==> config.mk <==
export PLATFORM = sky130hd
export DESIGN_NAME = gpio_edge_irq_top
export DESIGN_NICKNAME = d
export VERILOG_FILES = /design/src/rtl/gpio_evt_pkg.sv /design/src/rtl/gpio_pin_sync.sv /design/src/rtl/gpio_edge_detect.sv /design/src/rtl/gpio_evt_regs.sv /design/src/rtl/gpio_irq_merge.sv /design/src/rtl/gpio_edge_irq_top.sv
export SDC_FILE = /design/constraint.sdc
export NUM_CORES = 1
export LEC_CHECK = 0
export CORE_MARGIN = 3
export CORE_UTILIZATION = 55
export CTS_CLUSTER_SIZE = 12
export DETAILED_ROUTE_END_ITERATION = 8
export DONT_BUFFER_PORTS = 1
export PLACE_DENSITY_LB_ADDON = 0.12
export SYNTH_ARGS = -nofsm -noshare
export SYNTH_HDL_FRONTEND = slang
export SYNTH_SLANG_ARGS = --single-unit
==> constraint.sdc <==
create_clock -name clk -period 4.3 [get_ports clk]
set_input_delay 0.43 -clock clk [delete_from_list [all_inputs] [get_ports clk]]
set_output_delay 0.43 -clock clk [all_outputs]
set_load 0.005 [all_outputs]
==> src/rtl/gpio_evt_pkg.sv <==
package gpio_evt_pkg;

    localparam int unsigned WORD_W = 32;
    localparam int unsigned ADDR_W = 3;
    localparam int unsigned IRQ_N  = 3;

    // Register word selector; bit 0 picks the upper word of a pair,
    // bits 2:1 pick the register kind.
    typedef enum logic [ADDR_W-1:0] {
        SEL_DIR_LO  = 3'd0,
        SEL_DIR_HI  = 3'd1,
        SEL_RISE_LO = 3'd2,
        SEL_RISE_HI = 3'd3,
        SEL_FALL_LO = 3'd4,
        SEL_FALL_HI = 3'd5,
        SEL_EVT_LO  = 3'd6,
        SEL_EVT_HI  = 3'd7
    } reg_sel_e;

    localparam logic [1:0] KIND_EVT = 2'd3;

endpackage

==> src/rtl/gpio_pin_sync.sv <==
module gpio_pin_sync #(
    parameter int unsigned NUM_PINS = 54,
    parameter int unsigned STAGES   = 2
) (
    input  logic                clk,
    input  logic                rst_n,
    input  logic [NUM_PINS-1:0] pin_async,
    output logic [NUM_PINS-1:0] sync_o,
    output logic [NUM_PINS-1:0] prev_o
);

    logic [STAGES-1:0][NUM_PINS-1:0] chain_q;
    logic [NUM_PINS-1:0]             prev_q;

    always_ff @(posedge clk or negedge rst_n) begin
        if (!rst_n) begin
            chain_q[0] <= '0;
        end else begin
            chain_q[0] <= pin_async;
        end
    end

    generate
        for (genvar s = 1; s < STAGES; s++) begin : g_stage
            always_ff @(posedge clk or negedge rst_n) begin
                if (!rst_n) begin
                    chain_q[s] <= '0;
                end else begin
                    chain_q[s] <= chain_q[s-1];
                end
            end
        end
    endgenerate

    always_ff @(posedge clk or negedge rst_n) begin
        if (!rst_n) begin
            prev_q <= '0;
        end else begin
            prev_q <= chain_q[STAGES-1];
        end
    end

    assign sync_o = chain_q[STAGES-1];
    assign prev_o = prev_q;

endmodule

==> src/rtl/gpio_edge_detect.sv <==
module gpio_edge_detect #(
    parameter int unsigned NUM_PINS = 54
) (
    input  logic [NUM_PINS-1:0] sync_i,
    input  logic [NUM_PINS-1:0] prev_i,
    input  logic [NUM_PINS-1:0] rise_en,
    input  logic [NUM_PINS-1:0] fall_en,
    input  logic [NUM_PINS-1:0] is_output,
    output logic [NUM_PINS-1:0] evt_o
);

    generate
        for (genvar p = 0; p < NUM_PINS; p++) begin : g_pin
            logic went_up;
            logic went_down;
            assign went_up   =  sync_i[p] & ~prev_i[p];
            assign went_down = ~sync_i[p] &  prev_i[p];
            assign evt_o[p]  = ~is_output[p] &
                               ((went_up & rise_en[p]) | (went_down & fall_en[p]));
        end
    endgenerate

endmodule

==> src/rtl/gpio_evt_regs.sv <==
module gpio_evt_regs
    import gpio_evt_pkg::*;
#(
    parameter int unsigned NUM_PINS = 54
) (
    input  logic                clk,
    input  logic                rst_n,
    input  logic [ADDR_W-1:0]   bus_addr,
    input  logic                bus_wr_en,
    input  logic [WORD_W-1:0]   bus_wdata,
    input  logic [NUM_PINS-1:0] evt_set,
    output logic [NUM_PINS-1:0] dir_q,
    output logic [NUM_PINS-1:0] rise_q,
    output logic [NUM_PINS-1:0] fall_q,
    output logic [NUM_PINS-1:0] status_q,
    output logic [WORD_W-1:0]   bus_rdata
);

    localparam int unsigned HI_W  = NUM_PINS - WORD_W;
    localparam int unsigned PAD_W = 2 * WORD_W - NUM_PINS;
    localparam int unsigned CFG_N = 3;

    reg_sel_e            sel;
    logic                hi_word;
    logic [1:0]          kind;
    logic [NUM_PINS-1:0] wr_vec;
    logic [NUM_PINS-1:0] lane_msk;
    logic [NUM_PINS-1:0] clr_vec;

    logic [CFG_N-1:0][NUM_PINS-1:0] cfg_q;

    assign sel     = reg_sel_e'(bus_addr);
    assign hi_word = bus_addr[0];
    assign kind    = bus_addr[ADDR_W-1:1];

    // Spread the bus word onto the pin vector; upper-word bits past the
    // last pin are dropped here, so they can never be stored.
    always_comb begin
        if (hi_word) begin
            wr_vec   = {bus_wdata[HI_W-1:0], {WORD_W{1'b0}}};
            lane_msk = {{HI_W{1'b1}}, {WORD_W{1'b0}}};
        end else begin
            wr_vec   = {{HI_W{1'b0}}, bus_wdata};
            lane_msk = {{HI_W{1'b0}}, {WORD_W{1'b1}}};
        end
    end

    generate
        for (genvar c = 0; c < CFG_N; c++) begin : g_cfg
            always_ff @(posedge clk or negedge rst_n) begin
                if (!rst_n) begin
                    cfg_q[c] <= '0;
                end else if (bus_wr_en && (kind == 2'(c))) begin
                    cfg_q[c] <= (cfg_q[c] & ~lane_msk) | wr_vec;
                end
            end
        end
    endgenerate

    assign dir_q  = cfg_q[0];
    assign rise_q = cfg_q[1];
    assign fall_q = cfg_q[2];

    assign clr_vec = (bus_wr_en && (kind == KIND_EVT)) ? wr_vec : '0;

    // Set has priority over clear in the same cycle.
    always_ff @(posedge clk or negedge rst_n) begin
        if (!rst_n) begin
            status_q <= '0;
        end else begin
            status_q <= (status_q & ~clr_vec) | evt_set;
        end
    end

    function automatic logic [WORD_W-1:0] lo_word(input logic [NUM_PINS-1:0] v);
        return v[WORD_W-1:0];
    endfunction

    function automatic logic [WORD_W-1:0] hi_part(input logic [NUM_PINS-1:0] v);
        return {{PAD_W{1'b0}}, v[NUM_PINS-1:WORD_W]};
    endfunction

    always_comb begin
        unique case (sel)
            SEL_DIR_LO:  bus_rdata = lo_word(dir_q);
            SEL_DIR_HI:  bus_rdata = hi_part(dir_q);
            SEL_RISE_LO: bus_rdata = lo_word(rise_q);
            SEL_RISE_HI: bus_rdata = hi_part(rise_q);
            SEL_FALL_LO: bus_rdata = lo_word(fall_q);
            SEL_FALL_HI: bus_rdata = hi_part(fall_q);
            SEL_EVT_LO:  bus_rdata = lo_word(status_q);
            SEL_EVT_HI:  bus_rdata = hi_part(status_q);
            default:     bus_rdata = '0;
        endcase
    end

endmodule

==> src/rtl/gpio_irq_merge.sv <==
module gpio_irq_merge
    import gpio_evt_pkg::*;
#(
    parameter int NUM_PINS  = 54,
    parameter int GRP0_LAST = 27,
    parameter int GRP1_LAST = 45
) (
    input  logic [NUM_PINS-1:0] status_i,
    output logic [IRQ_N-1:0]    irq_o
);

    function automatic logic [NUM_PINS-1:0] span(input int lo, input int hi);
        logic [NUM_PINS-1:0] m;
        for (int i = 0; i < NUM_PINS; i++) begin
            m[i] = (i >= lo) && (i <= hi);
        end
        return m;
    endfunction

    generate
        for (genvar g = 0; g < IRQ_N; g++) begin : g_line
            localparam int LO = (g == 0) ? 0 : (g == 1) ? GRP0_LAST + 1 : GRP1_LAST + 1;
            localparam int HI = (g == 0) ? GRP0_LAST : (g == 1) ? GRP1_LAST : NUM_PINS - 1;
            localparam logic [NUM_PINS-1:0] MSK = span(LO, HI);
            assign irq_o[g] = |(status_i & MSK);
        end
    endgenerate

endmodule

==> src/rtl/gpio_edge_irq_top.sv <==
module gpio_edge_irq_top
    import gpio_evt_pkg::*;
#(
    parameter int unsigned NUM_PINS    = 54,
    parameter int unsigned SYNC_STAGES = 2,
    parameter int          GRP0_LAST   = 27,
    parameter int          GRP1_LAST   = 45
) (
    input  logic                clk,
    input  logic                rst_n,
    input  logic [2:0]          bus_addr,
    input  logic                bus_wr_en,
    input  logic [31:0]         bus_wdata,
    output logic [31:0]         bus_rdata,
    input  logic [NUM_PINS-1:0] pin_in,
    output logic [2:0]          irq_o
);

    logic [NUM_PINS-1:0] sync_q;
    logic [NUM_PINS-1:0] prev_q;
    logic [NUM_PINS-1:0] dir_q;
    logic [NUM_PINS-1:0] rise_q;
    logic [NUM_PINS-1:0] fall_q;
    logic [NUM_PINS-1:0] status_q;
    logic [NUM_PINS-1:0] evt_set;

    gpio_pin_sync #(
        .NUM_PINS (NUM_PINS),
        .STAGES   (SYNC_STAGES)
    ) sync_i (
        .clk       (clk),
        .rst_n     (rst_n),
        .pin_async (pin_in),
        .sync_o    (sync_q),
        .prev_o    (prev_q)
    );

    gpio_edge_detect #(
        .NUM_PINS (NUM_PINS)
    ) edge_i (
        .sync_i    (sync_q),
        .prev_i    (prev_q),
        .rise_en   (rise_q),
        .fall_en   (fall_q),
        .is_output (dir_q),
        .evt_o     (evt_set)
    );

    gpio_evt_regs #(
        .NUM_PINS (NUM_PINS)
    ) regs_i (
        .clk       (clk),
        .rst_n     (rst_n),
        .bus_addr  (bus_addr),
        .bus_wr_en (bus_wr_en),
        .bus_wdata (bus_wdata),
        .evt_set   (evt_set),
        .dir_q     (dir_q),
        .rise_q    (rise_q),
        .fall_q    (fall_q),
        .status_q  (status_q),
        .bus_rdata (bus_rdata)
    );

    gpio_irq_merge #(
        .NUM_PINS  (NUM_PINS),
        .GRP0_LAST (GRP0_LAST),
        .GRP1_LAST (GRP1_LAST)
    ) merge_i (
        .status_i (status_q),
        .irq_o    (irq_o)
    );

endmodule

==> flow_metrics.py <==
metrics = {
    "global_routing": {
        "grt_pass1_vias": 9379,
        "grtUsageTotal": 0.2348,
        "grt_first_pass_wirelength_mm": 53.52,
        "grt_max_degree": 379,
        "grt_overflow": 0,
        "antenna_found_initial": 0,
    },
    "cts": {
        "cts.clk_slew.worst_paths_ns": 0.06,
        "cts_root_buf": "clkbuf_16",
        "cts_resized": 0,
        "cts.sinks": 378,
        "clk_latency_ns": 0.52,
        "cts_buffer_depth": 3,
        "ctsHoldBuffers": 54,
        "cts_setup_buffers": 0,
        "cts_tree": "yes",
        "htreeDepth": 2,
        "cts_buffers": 41,
    },
    "pwr": {
        "p_sw_mw": 2.158,
        "power.density_nw_per_um2": 525.4,
        "p_leak_nw": 7.133,
        "p_int_mw": 6.916,
        "clockPowerShare": 0.383,
        "p_sw_frac": 0.2378,
        "p_seq_frac": 0.507,
        "comb_power_share": 0.110,
        "p_total_mw": 9.074,
        "peakVddDrop_v": 0.0004796,
    },
    "place": {
        "place.gp.congestion": 0.8098,
        "dp_hpwl_mm": 20.17,
        "io_buffers": 0,
        "dp_cells": 1374,
    },
    "detailed_routing": {
        "finalWirelength_mm": 34.27,
        "drc": 0,
        "met2WireLength_mm": 16.46,
        "num_vias": 9146,
        "viasPerCell": 6.101,
        "drt_iter0_drc": 793,
        "drt-met1-wl_mm": 14.90,
        "routedWlPerCell_um": 22.86,
        "drtAntennaViolNets": 0,
        "highest_layer": "met4",
        "dr_wl_met3_mm": 2.118,
        "first_pass_iters": 5,
    },
    "timing": {
        "setup_viol": 0,
        "maxSlewHeadroom": 0.01733,
        "fin_tns_setup_ns": 0,
        "final_max_slew_viol_count": 0,
        "rsz0062_at_grt": "false",
        "whs_ns": -0.3940,
        "layout_min_cycle_time_ns": 2.653,
        "tightest_slew_ns": 1.474,
        "max_clock_freq_ghz": 0.3770,
        "timing.final.crit_share": 0.6169,
        "final_hold_viol_count": 378,
        "fin_worst_skew_ns": 0.008088,
    },
    "logic_synthesis": {
        "ys_warn_count": 0,
        "syn_inst": 1077,
        "synth-seq-cells": 378,
        "synth_nets": 1169,
        "async_flop_share": 1.000,
        "syn_avg_cell_area_um2": 14.11,
        "synth_edf_count": 0,
        "synth_cell_types": 44,
        "ys_seq_area_frac": 0.6225,
        "syn-cell-area_um2": 15190,
        "ys.flop_type": "dfrtp_1",
    },
    "critical_path": {
        "cp-end-kind": "primary output",
        "crit_family": "simple AND/OR/NAND/NOR gates",
        "start_kind": "register",
        "path_cells": "nor4_1, nand3_1, or4_1",
        "worstPathArrival_ns": 2.22,
        "max_stage_delay_ns": 0.53,
        "path_class": "reg2out",
        "ff2ff_path_depth": 3,
        "critical_path_buf_inv_count": 0,
        "cpMaxStageDelayCell": "or4_1",
        "cp_num_cells": 3,
        "cp_max_fo": 3,
        "required_ns": 3.87,
    },
    "finish": {
        "nets": 1222,
        "multiInputGateArea_um2": 5398,
        "drive_gt1_frac": 0.2401,
        "fill_cells": 2012,
        "num_antenna_cells": 0,
        "final-seq-area_um2": 9459,
        "areaGrowthSynthToFinish_pct": 13.65,
        "layout.cells.non_filler": 1499,
    },
    "floorplan": {
        "start_util": 0.5622,
        "fp.dieArea_um2": 29660,
        "die_h_um": 172.2,
        "core-area_um2": 27030,
        "num_io_pins": 127,
        "die_w_um": 172.2,
        "rows": 60,
    },
    "outcome": {
        "status": "finished with violations",
        "violations": "hold timing",
    },
    "job": {
        "drv_cap": 0,
    },
    "worst_hold_path": {
        "hp-class": "in2async",
    },
}
[placed cells by master (no fill, tap or decap), drive strengths merged, types with 4 or more instances in the layout]
cell type / netlist / routed
dfrtp: 378 / 378
mux2: 196 / 196
nand3b: 106 / 106
nand2: 64 / 64
clkbuf: 12 / 63
a21oi: 59 / 59
dlygate4sd3: 0 / 54
a21o: 53 / 53
a221oi: 28 / 28
nor2: 23 / 23
a22oi: 15 / 15
o22ai: 13 / 13
mux4: 13 / 13
and2: 12 / 12
nor4: 12 / 12
mux2i: 7 / 7
buf: 39 / 7
inv: 6 / 7
clkinv: 0 / 5
nand3: 4 / 4
[stage by stage]
| stage | utilization | setup WS (ns) | cell area [µm²] |
|---|---|---|---|
| after floorplan | - | 2.279 | 15190 |
| after detailed placement | 0.5688 | 1.688 | 15370 |
| after global placement | 0.5688 | 1.747 | 15370 |
| after CTS | 0.6390 | 1.614 | 17270 |
| final | 0.6390 | 1.647 | 17270 |
| after global routing | 0.6390 | 1.627 | 17270 |
[worst paths after layout]
path | start | to | slack (ns)
worst max-delay path | regs_i.status_q[32] | irq_o[1] | 1.65
max in group asynchronous | rst_n | regs_i.status_q[28] | 3.51
worst max register to register | sync_i.sync_o[49] | regs_i.status_q[49] | 3.36
worst min register to register | sync_i.chain_q[52] | sync_i.sync_o[52] | 0.34
min in group clk | bus_wdata[25] | register | 0.04
worst min-delay path | rst_n | sync_i.prev_o[29] | -0.39
[power by group through the flow]
stage	combinational (mW)	clock (mW)	sequential, mW
floorplan	0.861	0	4.47
CTS	1.01	3.56	4.60
global route	1.09	3.72	4.67
finish	0.994	3.48	4.60
global placement	0.933	0	4.64
detailed placement	0.965	0	4.65
[cell families (layout without fill, tap and decap cells)]
family	count (synthesis)	count (layout)	synth area share
AND/OR/NAND/NOR	243	243	0.09717
AO/OA/AOI/OAI	183	183	0.08325
buffers and inverters	57	138	0.02297
multiplexers	216	216	0.1741
flip-flops	378	378	0.6225
[synth_stat cells, drive strengths merged, types with 3 or more instances]
library cell  count  area [µm²]
a21o             53       397.9
a21oi            59       295.3
a221o             3       30.03
a221oi           28       245.2
a22oi            15       112.6
a31oi             3       18.77
and2             12       75.07
and4              3       26.28
buf              39       279.0
clkbuf           12       45.04
dfrtp           378        9459
inv               6       25.03
mux2            196        2282
mux2i             7       70.07
mux4             13       292.8
nand2            64       240.2
nand2b            3       18.77
nand3             4       20.02
nand3b          106       795.8
nor2             23       88.84
nor3b             3       22.52
nor4             12       75.07
o22ai            13       81.33
[routing by layer]
layer,GRT usage,up-vias
met5,0,-
met1,0.3218,4776
met2,0.3861,236
met4,0.06560,0
met3,0.04847,59
li1,-,4075
[layout make-up]
type / instances / share of cell area
Sequential cell: 378 / 0.5477
Clock buffer: 63 / 0.07303
Multi-Input combinational cell: 642 / 0.3126
Inverter: 6 / 0.001449
Timing Repair Buffer: 61 / 0.03507
Tap cell: 341 / 0.02471
Clock inverter: 8 / 0.005434
Note: power is estimated with default switching activity, not from simulation.
